==> src/rtl/rs_pkg.sv <==
package rs_pkg;
  parameter int RS_N      = 4;
  parameter int RS_DATA_W = 32;
  parameter int RS_TAG_W  = 4;
  parameter int RS_OP_W   = 4;
  parameter int RS_AGE_W  = 4;

  typedef enum logic [1:0] {
    ST_FREE = 2'd0,
    ST_WAIT = 2'd1,
    ST_SENT = 2'd2
  } st_phase_e;
endpackage

==> src/rtl/rs_operand.sv <==
module rs_operand #(
  parameter int DATA_W = 32,
  parameter int TAG_W  = 4
) (
  input  logic              clk,
  input  logic              rst_n,
  input  logic              load,
  input  logic              ld_pend,
  input  logic [TAG_W-1:0]  ld_tag,
  input  logic [DATA_W-1:0] ld_val,
  input  logic              cdb_valid,
  input  logic [TAG_W-1:0]  cdb_tag,
  input  logic [DATA_W-1:0] cdb_data,
  output logic              ok,
  output logic [DATA_W-1:0] val
);
  logic              ok_q, ok_d;
  logic [TAG_W-1:0]  tag_q, tag_d;
  logic [DATA_W-1:0] val_q, val_d;
  logic              en;
  logic              hit_ld, hit_wait;

  assign hit_ld   = cdb_valid && (cdb_tag == ld_tag);
  assign hit_wait = cdb_valid && (cdb_tag == tag_q) && !ok_q;

  always_comb begin
    ok_d  = ok_q;
    tag_d = tag_q;
    val_d = val_q;
    en    = 1'b0;
    if (load) begin
      en    = 1'b1;
      tag_d = ld_tag;
      if (!ld_pend) begin
        ok_d  = 1'b1;
        val_d = ld_val;
      end else if (hit_ld) begin
        ok_d  = 1'b1;
        val_d = cdb_data;
      end else begin
        ok_d  = 1'b0;
      end
    end else if (hit_wait) begin
      en    = 1'b1;
      ok_d  = 1'b1;
      val_d = cdb_data;
    end
  end

  always_ff @(posedge clk or negedge rst_n) begin
    if (!rst_n) begin
      ok_q <= 1'b0;
    end else if (en) begin
      ok_q <= ok_d;
    end
  end

  always_ff @(posedge clk) begin
    if (en) begin
      tag_q <= tag_d;
      val_q <= val_d;
    end
  end

  assign ok  = ok_q;
  assign val = val_q;
endmodule

==> src/rtl/rs_entry.sv <==
module rs_entry import rs_pkg::*; #(
  parameter int DATA_W = 32,
  parameter int TAG_W  = 4,
  parameter int OP_W   = 4,
  parameter int AGE_W  = 4
) (
  input  logic              clk,
  input  logic              rst_n,
  input  logic              flush,
  input  logic              alloc,
  input  logic [OP_W-1:0]   d_op,
  input  logic [TAG_W-1:0]  d_dst,
  input  logic              d_a_pend,
  input  logic [TAG_W-1:0]  d_a_tag,
  input  logic [DATA_W-1:0] d_a_val,
  input  logic              d_b_pend,
  input  logic [TAG_W-1:0]  d_b_tag,
  input  logic [DATA_W-1:0] d_b_val,
  input  logic              cdb_valid,
  input  logic [TAG_W-1:0]  cdb_tag,
  input  logic [DATA_W-1:0] cdb_data,
  input  logic              take,
  output logic              busy,
  output logic              sent,
  output logic              ready,
  output logic [AGE_W-1:0]  age,
  output logic [OP_W-1:0]   op,
  output logic [TAG_W-1:0]  dst,
  output logic [DATA_W-1:0] a_val,
  output logic [DATA_W-1:0] b_val
);
  localparam logic [AGE_W-1:0] AGE_MAX = {AGE_W{1'b1}};

  st_phase_e         ph_q, ph_d;
  logic [AGE_W-1:0]  age_q, age_d;
  logic              age_en;
  logic [OP_W-1:0]   op_q;
  logic [TAG_W-1:0]  dst_q;
  logic              a_ok, b_ok;
  logic              own_done;

  assign own_done = cdb_valid && (cdb_tag == dst_q);

  always_comb begin
    ph_d = ph_q;
    if (flush) begin
      ph_d = ST_FREE;
    end else begin
      unique case (ph_q)
        ST_FREE: if (alloc)    ph_d = ST_WAIT;
        ST_WAIT: if (take)     ph_d = ST_SENT;
        ST_SENT: if (own_done) ph_d = ST_FREE;
        default:               ph_d = ST_FREE;
      endcase
    end
  end

  always_comb begin
    age_en = 1'b0;
    age_d  = age_q;
    if (alloc) begin
      age_en = 1'b1;
      age_d  = '0;
    end else if ((ph_q != ST_FREE) && (age_q != AGE_MAX)) begin
      age_en = 1'b1;
      age_d  = age_q + 1'b1;
    end
  end

  always_ff @(posedge clk or negedge rst_n) begin
    if (!rst_n) begin
      ph_q  <= ST_FREE;
      age_q <= '0;
    end else begin
      ph_q <= ph_d;
      if (age_en) age_q <= age_d;
    end
  end

  always_ff @(posedge clk) begin
    if (alloc) begin
      op_q  <= d_op;
      dst_q <= d_dst;
    end
  end

  rs_operand #(.DATA_W(DATA_W), .TAG_W(TAG_W)) u_opa (
    .clk(clk), .rst_n(rst_n), .load(alloc),
    .ld_pend(d_a_pend), .ld_tag(d_a_tag), .ld_val(d_a_val),
    .cdb_valid(cdb_valid), .cdb_tag(cdb_tag), .cdb_data(cdb_data),
    .ok(a_ok), .val(a_val)
  );

  rs_operand #(.DATA_W(DATA_W), .TAG_W(TAG_W)) u_opb (
    .clk(clk), .rst_n(rst_n), .load(alloc),
    .ld_pend(d_b_pend), .ld_tag(d_b_tag), .ld_val(d_b_val),
    .cdb_valid(cdb_valid), .cdb_tag(cdb_tag), .cdb_data(cdb_data),
    .ok(b_ok), .val(b_val)
  );

  assign busy  = (ph_q != ST_FREE);
  assign sent  = (ph_q == ST_SENT);
  assign ready = (ph_q == ST_WAIT) && a_ok && b_ok;
  assign age   = age_q;
  assign op    = op_q;
  assign dst   = dst_q;
endmodule

==> src/rtl/rs_pick.sv <==
module rs_pick #(
  parameter int N     = 4,
  parameter int AGE_W = 4
) (
  input  logic [N-1:0]       req,
  input  logic [N*AGE_W-1:0] ages,
  output logic [N-1:0]       grant,
  output logic               any
);
  logic [AGE_W-1:0] best;

  always_comb begin
    grant = '0;
    best  = '0;
    any   = 1'b0;
    for (int i = 0; i < N; i++) begin
      if (req[i] && (!any || (ages[i*AGE_W +: AGE_W] > best))) begin
        grant    = '0;
        grant[i] = 1'b1;
        best     = ages[i*AGE_W +: AGE_W];
        any      = 1'b1;
      end
    end
  end
endmodule

==> src/rtl/rs_array.sv <==
module rs_array import rs_pkg::*; #(
  parameter int N      = RS_N,
  parameter int DATA_W = RS_DATA_W,
  parameter int TAG_W  = RS_TAG_W,
  parameter int OP_W   = RS_OP_W,
  parameter int AGE_W  = RS_AGE_W
) (
  input  logic              clk,
  input  logic              rst_n,
  input  logic              flush,
  input  logic              rob_free,
  input  logic              disp_valid,
  output logic              disp_ready,
  input  logic [OP_W-1:0]   disp_op,
  input  logic [TAG_W-1:0]  disp_dst,
  input  logic              disp_a_pend,
  input  logic [TAG_W-1:0]  disp_a_tag,
  input  logic [DATA_W-1:0] disp_a_val,
  input  logic              disp_b_pend,
  input  logic [TAG_W-1:0]  disp_b_tag,
  input  logic [DATA_W-1:0] disp_b_val,
  input  logic              cdb_valid,
  input  logic [TAG_W-1:0]  cdb_tag,
  input  logic [DATA_W-1:0] cdb_data,
  output logic              fu_valid,
  input  logic              fu_ready,
  output logic [OP_W-1:0]   fu_op,
  output logic [DATA_W-1:0] fu_a,
  output logic [DATA_W-1:0] fu_b,
  output logic [TAG_W-1:0]  fu_dst
);
  logic [N-1:0]        st_busy, st_sent, st_ready;
  logic [N-1:0]        free_pick, alloc_vec, grant, take;
  logic [N*AGE_W-1:0]  st_age;
  logic [N*TAG_W-1:0]  st_dst;
  logic [N*OP_W-1:0]   st_op;
  logic [N*DATA_W-1:0] st_a, st_b;
  logic                free_any, found, pick_any, accept, fire;

  // lowest-numbered free station
  always_comb begin
    free_pick = '0;
    found     = 1'b0;
    for (int i = 0; i < N; i++) begin
      if (!st_busy[i] && !found) begin
        free_pick[i] = 1'b1;
        found        = 1'b1;
      end
    end
  end

  assign free_any   = |(~st_busy);
  assign disp_ready = !flush && rob_free && free_any;
  assign accept     = disp_valid && disp_ready;
  assign alloc_vec  = accept ? free_pick : '0;

  rs_pick #(.N(N), .AGE_W(AGE_W)) u_pick (
    .req(st_ready), .ages(st_age), .grant(grant), .any(pick_any)
  );

  assign fu_valid = pick_any && !flush;
  assign fire     = fu_valid && fu_ready;
  assign take     = fire ? grant : '0;

  for (genvar g = 0; g < N; g++) begin : g_st
    rs_entry #(.DATA_W(DATA_W), .TAG_W(TAG_W), .OP_W(OP_W), .AGE_W(AGE_W)) u_ent (
      .clk(clk), .rst_n(rst_n), .flush(flush), .alloc(alloc_vec[g]),
      .d_op(disp_op), .d_dst(disp_dst),
      .d_a_pend(disp_a_pend), .d_a_tag(disp_a_tag), .d_a_val(disp_a_val),
      .d_b_pend(disp_b_pend), .d_b_tag(disp_b_tag), .d_b_val(disp_b_val),
      .cdb_valid(cdb_valid), .cdb_tag(cdb_tag), .cdb_data(cdb_data),
      .take(take[g]),
      .busy(st_busy[g]), .sent(st_sent[g]), .ready(st_ready[g]),
      .age(st_age[g*AGE_W +: AGE_W]),
      .op(st_op[g*OP_W +: OP_W]),
      .dst(st_dst[g*TAG_W +: TAG_W]),
      .a_val(st_a[g*DATA_W +: DATA_W]),
      .b_val(st_b[g*DATA_W +: DATA_W])
    );
  end

  // one-hot mux of the granted station
  always_comb begin
    fu_op  = '0;
    fu_dst = '0;
    fu_a   = '0;
    fu_b   = '0;
    for (int i = 0; i < N; i++) begin
      if (grant[i]) begin
        fu_op  = fu_op  | st_op[i*OP_W +: OP_W];
        fu_dst = fu_dst | st_dst[i*TAG_W +: TAG_W];
        fu_a   = fu_a   | st_a[i*DATA_W +: DATA_W];
        fu_b   = fu_b   | st_b[i*DATA_W +: DATA_W];
      end
    end
  end
endmodule

==> config.mk <==
export PLATFORM = sky130hd
export DESIGN_NAME = rs_array
export DESIGN_NICKNAME = d
export VERILOG_FILES = /design/src/rtl/rs_pkg.sv /design/src/rtl/rs_operand.sv /design/src/rtl/rs_entry.sv /design/src/rtl/rs_pick.sv /design/src/rtl/rs_array.sv
export SDC_FILE = /design/constraint.sdc
export NUM_CORES = 1
export LEC_CHECK = 0
export BUFFER_PORTS_ARGS = -buffer_cell sky130_fd_sc_hd__buf_4
export CELL_PAD_IN_SITES_DETAIL_PLACEMENT = 0
export CELL_PAD_IN_SITES_GLOBAL_PLACEMENT = 1
export CORE_MARGIN = 2
export CORE_UTILIZATION = 44
export CTS_CLUSTER_DIAMETER = 60
export DETAILED_ROUTE_END_ITERATION = 10
export PLACE_DENSITY_LB_ADDON = 0.1
export SLEW_MARGIN = 20
export SYNTH_ARGS = -nofsm -noshare
export SYNTH_HDL_FRONTEND = slang
export SYNTH_SLANG_ARGS = --single-unit
==> constraint.sdc <==
create_clock -name clk -period 4.9 [get_ports clk]
set_clock_uncertainty 0.15 [all_clocks]
set_input_delay 0.245 -clock clk [delete_from_list [all_inputs] [get_ports clk]]
set_output_delay 0.245 -clock clk [all_outputs]
set_load 0.005 [all_outputs]
==> flow_summary.ini, run 1 <==
[synth]
synth_top_family_by_area = multiplexers
synth_compound_area_share_pct = 5.44
muxShareOfSynthArea_pct = 17.4
synth-xor-area-share_pct = 3.21
syn-instance-count = 1259
yosys.cell_types.count = 59
yosysSeqAreaShare_pct = 60.7
yosys_warnings = 0
synth_edf_count = 320
synth_fa_ha_area_share_pct = 1.17
synth_common_cells = edfxtp_1, mux2_2, nand3_1
yosys.area_share.simple_pct = 9.69
synth_most_common_cell = edfxtp_1
yosysTopAreaCellShare_pct = 56.0
async_reset_ff_share_pct = 9.09
synth_nets = 1400
synth_top_area_cell = edfxtp_1
synthFlopType = edfxtp_1
postSynthAreaPerCell_sq_um = 13.6
synth.area.top_cells = edfxtp_1, mux2_2, dfrtp_1, nand3_1, a22oi_1
ys_ff_latch = 352
syn_area_sq_mm = 0.0172

[place]
placedCellCount = 1970
dpl-instance-area_sq_mm = 0.0200
portBuffers = 198
dpl_worst_slack_ns = -0.453
place_congestion = 0.801
place_hpwl_um = 30500

[cells_and_area]
utilization_pct = 61.7
finalInstanceArea_sq_mm = 0.0238
nNetsFinal = 1818
drive_gt1_share_pct = 43.6
stdcell_count = 2229
areaGrowthSynthToFinish_pct = 38.7

[sta]
setup_tns_ns = -59.63
timing.fmax_mhz = 173
whs_ns = 0.0608
hold_viol = 0
fin_crit_ns = 5.76
rsz0062_at_grt = yes
maxSlewHeadroom_pct = 26.0
worst_slew_pin_slew_ns = 1.11
slew_violations = 0
min_period_over_period_pct = 118
setup_slack_ns = -0.865
setup_viol_count_final = 78

[global_route]
grt_pass1_wl_um = 78100
grt_max_degree = 39
grt_pass1_vias = 12600
track_usage_pct = 25.6
overflow = 0
antenna_found_initial = 2

[die]
start_util_pct = 44.5
dieArea_sq_mm = 0.0406
die_x_um = 202
placementRows = 72
io_pins = 199
core_sq_mm = 0.0386
die_h_um = 202

[route]
vias_per_cell = 5.53
post_drt_wl_per_cell_um = 23.5
ant_nets = 0
drtIter0Drc = 768
vias = 12300
dr.pass1.iters = 6
drt-total-wl_um = 52400
drc = 0

[critical_path]
worstPathRequired_ns = 4.51
cp.arrival_ns = 5.37
reg2regPathDepth = 25
worstPathMaxFanout = 6
start_kind = flip-flop
endpoint_kind = output pin
crit_type = reg -> out

[power]
vdd_drop_max_mv = 0.260
p_total_mw = 7.48
leakage_nw = 8.74
power_density_mw_per_mm2 = 314

[clock_network]
cts_sinks = 352
numCtsBuffers = 42
clockRootBuffer = clkbuf_16
cts_tree = built
path_clk_slew_ns = 0.06
clk_path_buf_depth = 3
insertion_delay_ns = 0.55
cts.htree.levels = 2

[status]
violations = negative setup slack
status = complete, but fails checks

[run]
maxCapViolCount = 0

[min_path]
hold_path_class = in -> reg
holdPathStages = 3
[critical path, stage by stage, from the launching register on]
cell,delay (ns)
dfrtp_1,0.38
and4b_2,0.37
nand2_4,0.07
ha_4,0.26
and2b_2,0.15
o211ai_2,0.10
a31oi_4,0.27
mux2_4,0.35
ha_4,0.22
nor2b_4,0.12
o211ai_1,0.22
a21boi_2,0.10
buf_4,0.14
o21a_4,0.20
a21oi_2,0.17
ha_4,0.21
a41o_2,0.28
a21oi_4,0.22
nor4b_4,0.08
buf_6,0.19
buf_12,0.15
buf_12,0.14
a22oi_2,0.15
nand3_2,0.13
buf_6,0.13
[kinds of logic (layout without fill, tap and decap cells)]
group                      after synthesis  after routing
AOI/OAI and AO/OA                      126            126
xor gates and xnor gates                63             63
adders and majority gates               16             16
buffers and inverters                  100            551
DFF                                    352            352
muxes                                  265            265
other                                    0              1
and+or+nand+nor                        337            337
[final timing paths]
path                                  startpoint                      to  slack [ns]
setup / recovery           g_st[0].u_ent.ph_q[1]                fu_a[13]       -0.86
hold / removal                         cdb_valid  g_st[1].u_ent.u_opa.ok        0.06
setup reg to reg           g_st[0].u_ent.ph_q[1]   g_st[2].u_ent.ph_q[0]       -0.23
hold reg to reg            g_st[3].u_ent.ph_q[1]   g_st[3].u_ent.ph_q[0]        0.42
max in group asynchronous                  rst_n    g_st[2].u_ent.age[2]        4.20
min in group asynchronous                  rst_n  g_st[3].u_ent.u_opb.ok        0.07
[state kept, by name (all words and copies together) (netlist names)]
signal	flops
g_st.u_ent.u_opa.val	128
g_st.u_ent.u_opb.val	128
g_st.u_ent.age	16
g_st.u_ent.dst	16
g_st.u_ent.op	16
g_st.u_ent.u_opa.tag_q	16
g_st.u_ent.u_opb.tag_q	16
g_st.u_ent.ph_q	8
g_st.u_ent.u_opa.ok	4
g_st.u_ent.u_opb.ok	4
[power breakdown]
part,internal (mW),switching (mW)
clock network,1.81,1.22
registers,3.37,0.0610
logic,0.550,0.461
[per-layer routing]
metal	part of all wire, %	track usage, %
met5	0.025	0
met4	1.9	6.30
met3	5.3	4.32
met2	49	42.4
met1	44	35.1
[cell type report]
type / instances / area, sq um
Fill cell: 3143 / 14800
Sequential cell: 352 / 10400
Multi-Input combinational cell: 807 / 7060
Timing Repair Buffer: 450 / 4250
Clock buffer: 63 / 1210
Tap cell: 518 / 648
Clock inverter: 14 / 128
Inverter: 24 / 90.1
Antenna cell: 1 / 2.50
[cells in the final DEF, fill, tap and decap left out, types with 17 or more instances in the layout]
cell type	instances
edfxtp_1	320
mux2_2	250
buf_4	250
dlygate4sd3_1	152
nand3_1	127
nand2_1	84
a22oi_2	57
clkbuf_16	49
xor2_1	43
nor2_1	33
dfrtp_1	32
inv_1	24
nand3_2	23
xnor2_1	20
buf_12	19
buf_6	17
[what timing repair did]
| action | CTS | global route |
|---|---|---|
| resized for setup | 89 | 39 |
| hold buffers | 152 | 0 |
| cloned | 3 | 6 |
| pin swaps | 37 | 30 |
| buffers inserted | 14 | 6 |
| endpoints found under the setup margin | 80 | 80 |
| endpoints found under the hold margin | 358 | 0 |
Power figures use the tool's default switching activity.
==> inputs of run 2 (changes only) <==
--- a/config.mk
+++ b/config.mk
@@ -5,13 +5,13 @@
 export SDC_FILE = /design/constraint.sdc
 export NUM_CORES = 1
 export LEC_CHECK = 0
-export BUFFER_PORTS_ARGS = -buffer_cell sky130_fd_sc_hd__buf_4
 export CELL_PAD_IN_SITES_DETAIL_PLACEMENT = 0
 export CELL_PAD_IN_SITES_GLOBAL_PLACEMENT = 1
 export CORE_MARGIN = 2
-export CORE_UTILIZATION = 44
+export CORE_UTILIZATION = 48
 export CTS_CLUSTER_DIAMETER = 60
 export DETAILED_ROUTE_END_ITERATION = 10
+export DONT_BUFFER_PORTS = 1
 export PLACE_DENSITY_LB_ADDON = 0.1
 export SLEW_MARGIN = 20
 export SYNTH_ARGS = -nofsm -noshare
==> run 2 against run 1 <==
The run still ends with negative setup slack left. Cell count shrank 12%. Critical path depth is the same. Flip-flop and latch count is the same. Sequential share of layout area grew 2.6 points. Core utilization grew 1.8 points. Global-route usage grew 0.93 points. Critical endpoint is now fu_b[22].
==> flow_summary.ini, run 2 (synthesis gave the netlist of run 1 again) <==
[die]
placementRows = 69
io_pins = 199
die_h_um = 193
core_sq_mm = 0.0354
start_util_pct = 48.5
dieArea_sq_mm = 0.0373
die_x_um = 193

[sta]
setup_slack_ns = -0.751
rsz0062_at_grt = yes
worst_slew_pin_slew_ns = 1.07
maxSlewHeadroom_pct = 28.5
slew_violations = 0
setup_viol_count_final = 75
min_period_over_period_pct = 115
hold_viol = 0
timing.fmax_mhz = 177
fin_crit_ns = 5.65

[place]
portBuffers = 0
place_hpwl_um = 29600
place_congestion = 0.832

[clock_network]
path_clk_slew_ns = 0.06
cts.htree.levels = 2
clk_path_buf_depth = 3
clockRootBuffer = clkbuf_16
cts_tree = built
numCtsBuffers = 40
insertion_delay_ns = 0.53
cts_sinks = 352

[route]
post_drt_wl_per_cell_um = 25.5
drtIter0Drc = 636
vias = 11500
vias_per_cell = 5.90
dr.pass1.iters = 5
drc = 0
ant_nets = 0
drt-total-wl_um = 49700

[critical_path]
cp.arrival_ns = 5.26
start_kind = flip-flop
worstPathRequired_ns = 4.51
ff2ff_setup_slack_ns = -0.26
reg2regPathDepth = 23
crit_type = reg -> out
r2r-start = g_st[0].u_ent.ph_q[1]
endpoint_kind = output pin
r2r_end = g_st[0].u_ent.ph_q[1]
worstPathMaxFanout = 5

[run]
maxCapViolCount = 0

[min_path]
min_to = g_st[3].u_ent.u_opb.ok
hold_path_class = in -> reg
holdPathStages = 3
hp-start = disp_b_pend

[status]
status = complete, but fails checks
violations = negative setup slack

[global_route]
grt_max_degree = 52
grt_pass1_wl_um = 72900
track_usage_pct = 26.5
antenna_found_initial = 4
grt_pass1_vias = 11800
overflow = 0

[power]
pwr-share-clk_pct = 40.7
p_sw_share_pct = 22.8
comb_power_share_pct = 11.1
vdd_drop_max_mv = 0.312
p_int_mw = 5.50
seqPwrFrac_pct = 48.2
leakage_nw = 7.90
p_total_mw = 7.12
power.switching_mw = 1.63
power_density_mw_per_mm2 = 317

[cells_and_area]
multi_input_area_sq_mm = 0.00748
final_cell_mix = edfxtp_1, mux2_2, dlygate4sd3_1, nand3_2, nand2_1
areaGrowthSynthToFinish_pct = 31.0
nNetsFinal = 1605
final_common_cell = edfxtp_1
fillCellCount = 2721
drive_gt1_share_pct = 39.5
seqCellArea_sq_mm = 0.0104
utilization_pct = 63.5
## run 2: cell types whose count changed in the layout (fill, tap and decap cells not counted), sizes merged, moves of 2 or more
cell,before,now
dlygate4sd3,152,156
diode,1,5
clkbuf,69,51
bufinv,2,4
buf,291,81
## run 2: repair_timing
action,CTS,global route
buffers inserted,7,8
endpoints found under the setup margin,80,80
endpoints found under the hold margin,368,0
gates cloned,5,2
gates resized for setup,129,65
pin swaps,24,31
hold buffers,157,0
## run 2: routing by layer
layer	vias up	GRT usage [%]	wire length, um
met5	-	0	0
met4	0	7.72	1040
met3	66	5.95	2830
met2	298	43.9	24700
met1	5901	35.0	21200
li1	5249	-	-
## run 2: stage by stage
step / cells / hold slack (ns) / worst slack, ns / area, sq um / TNS (ns)
after CTS: 1938 / 0.0189 / -0.727 / 22000 / -49.33
after global placement: 1702 / -0.199 / -0.212 / 18300 / -11.00
after floorplan: 1259 / -0.201 / -0.0222 / 17300 / -1.30
after detailed placement: 1704 / -0.199 / -0.315 / 18400 / -18.82
after global routing: 1952 / 0.0375 / -0.940 / 22500 / -66.56
final: 1953 / 0.0243 / -0.751 / 22500 / -48.74
## run 2: cell type report
| cell class | count | share of cell area (%) |
|---|---|---|
| clock inverter | 16 | 0.841 |
| clock buffer | 49 | 4.70 |
| multi-input combinational | 807 | 33.3 |
| tap | 461 | 2.57 |
| timing repair buffer | 239 | 11.9 |
| antenna | 5 | 0.0557 |
| sequential | 352 | 46.3 |
| inverter | 24 | 0.401 |
## run 2: worst max-delay path: stages, from the launching register on
cell,delay (ns)
dfrtp_1,0.37
and4b_2,0.36
nand2_1,0.10
ha_1,0.31
nand4_1,0.10
o21ai_2,0.08
a31oi_4,0.24
mux2_4,0.36
ha_4,0.22
nor2b_1,0.12
o211ai_1,0.23
a21boi_2,0.11
buf_4,0.15
o21a_4,0.20
a21oi_2,0.14
ha_2,0.27
a41o_2,0.28
a21oi_4,0.24
buf_6,0.15
nor2_4,0.04
buf_4,0.17
buf_6,0.11
buf_16,0.13
nand3_1,0.09
nand3_2,0.15
## run 2: worst max path at each step
stage,startpoint,end,slack [ns],cells after the start
after global placement,g_st[0].u_ent.ph_q[1],fu_a[1],-0.21,23
after CTS,g_st[0].u_ent.ph_q[1],fu_b[12],-0.73,21
after detailed placement,g_st[0].u_ent.ph_q[1],fu_a[1],-0.31,23
after global routing,g_st[0].u_ent.ph_q[1],fu_b[30],-0.94,25
final,g_st[0].u_ent.ph_q[1],fu_b[22],-0.75,24
after floorplan,g_st[0].u_ent.u_opa.ok,fu_dst[1],-0.02,24
## run 2: power by group through the flow
stage / Combinational [mW] / Clock [mW] / Sequential, mW
6_report: 0.790 / 2.90 / 3.43
2_1_floorplan: 0.418 / 0 / 3.48
3_5_place_dp: 0.566 / 0 / 3.49
3_3_place_gp: 0.559 / 0 / 3.49
5_1_grt: 0.863 / 3.07 / 3.44
4_1_cts: 0.763 / 2.96 / 3.43
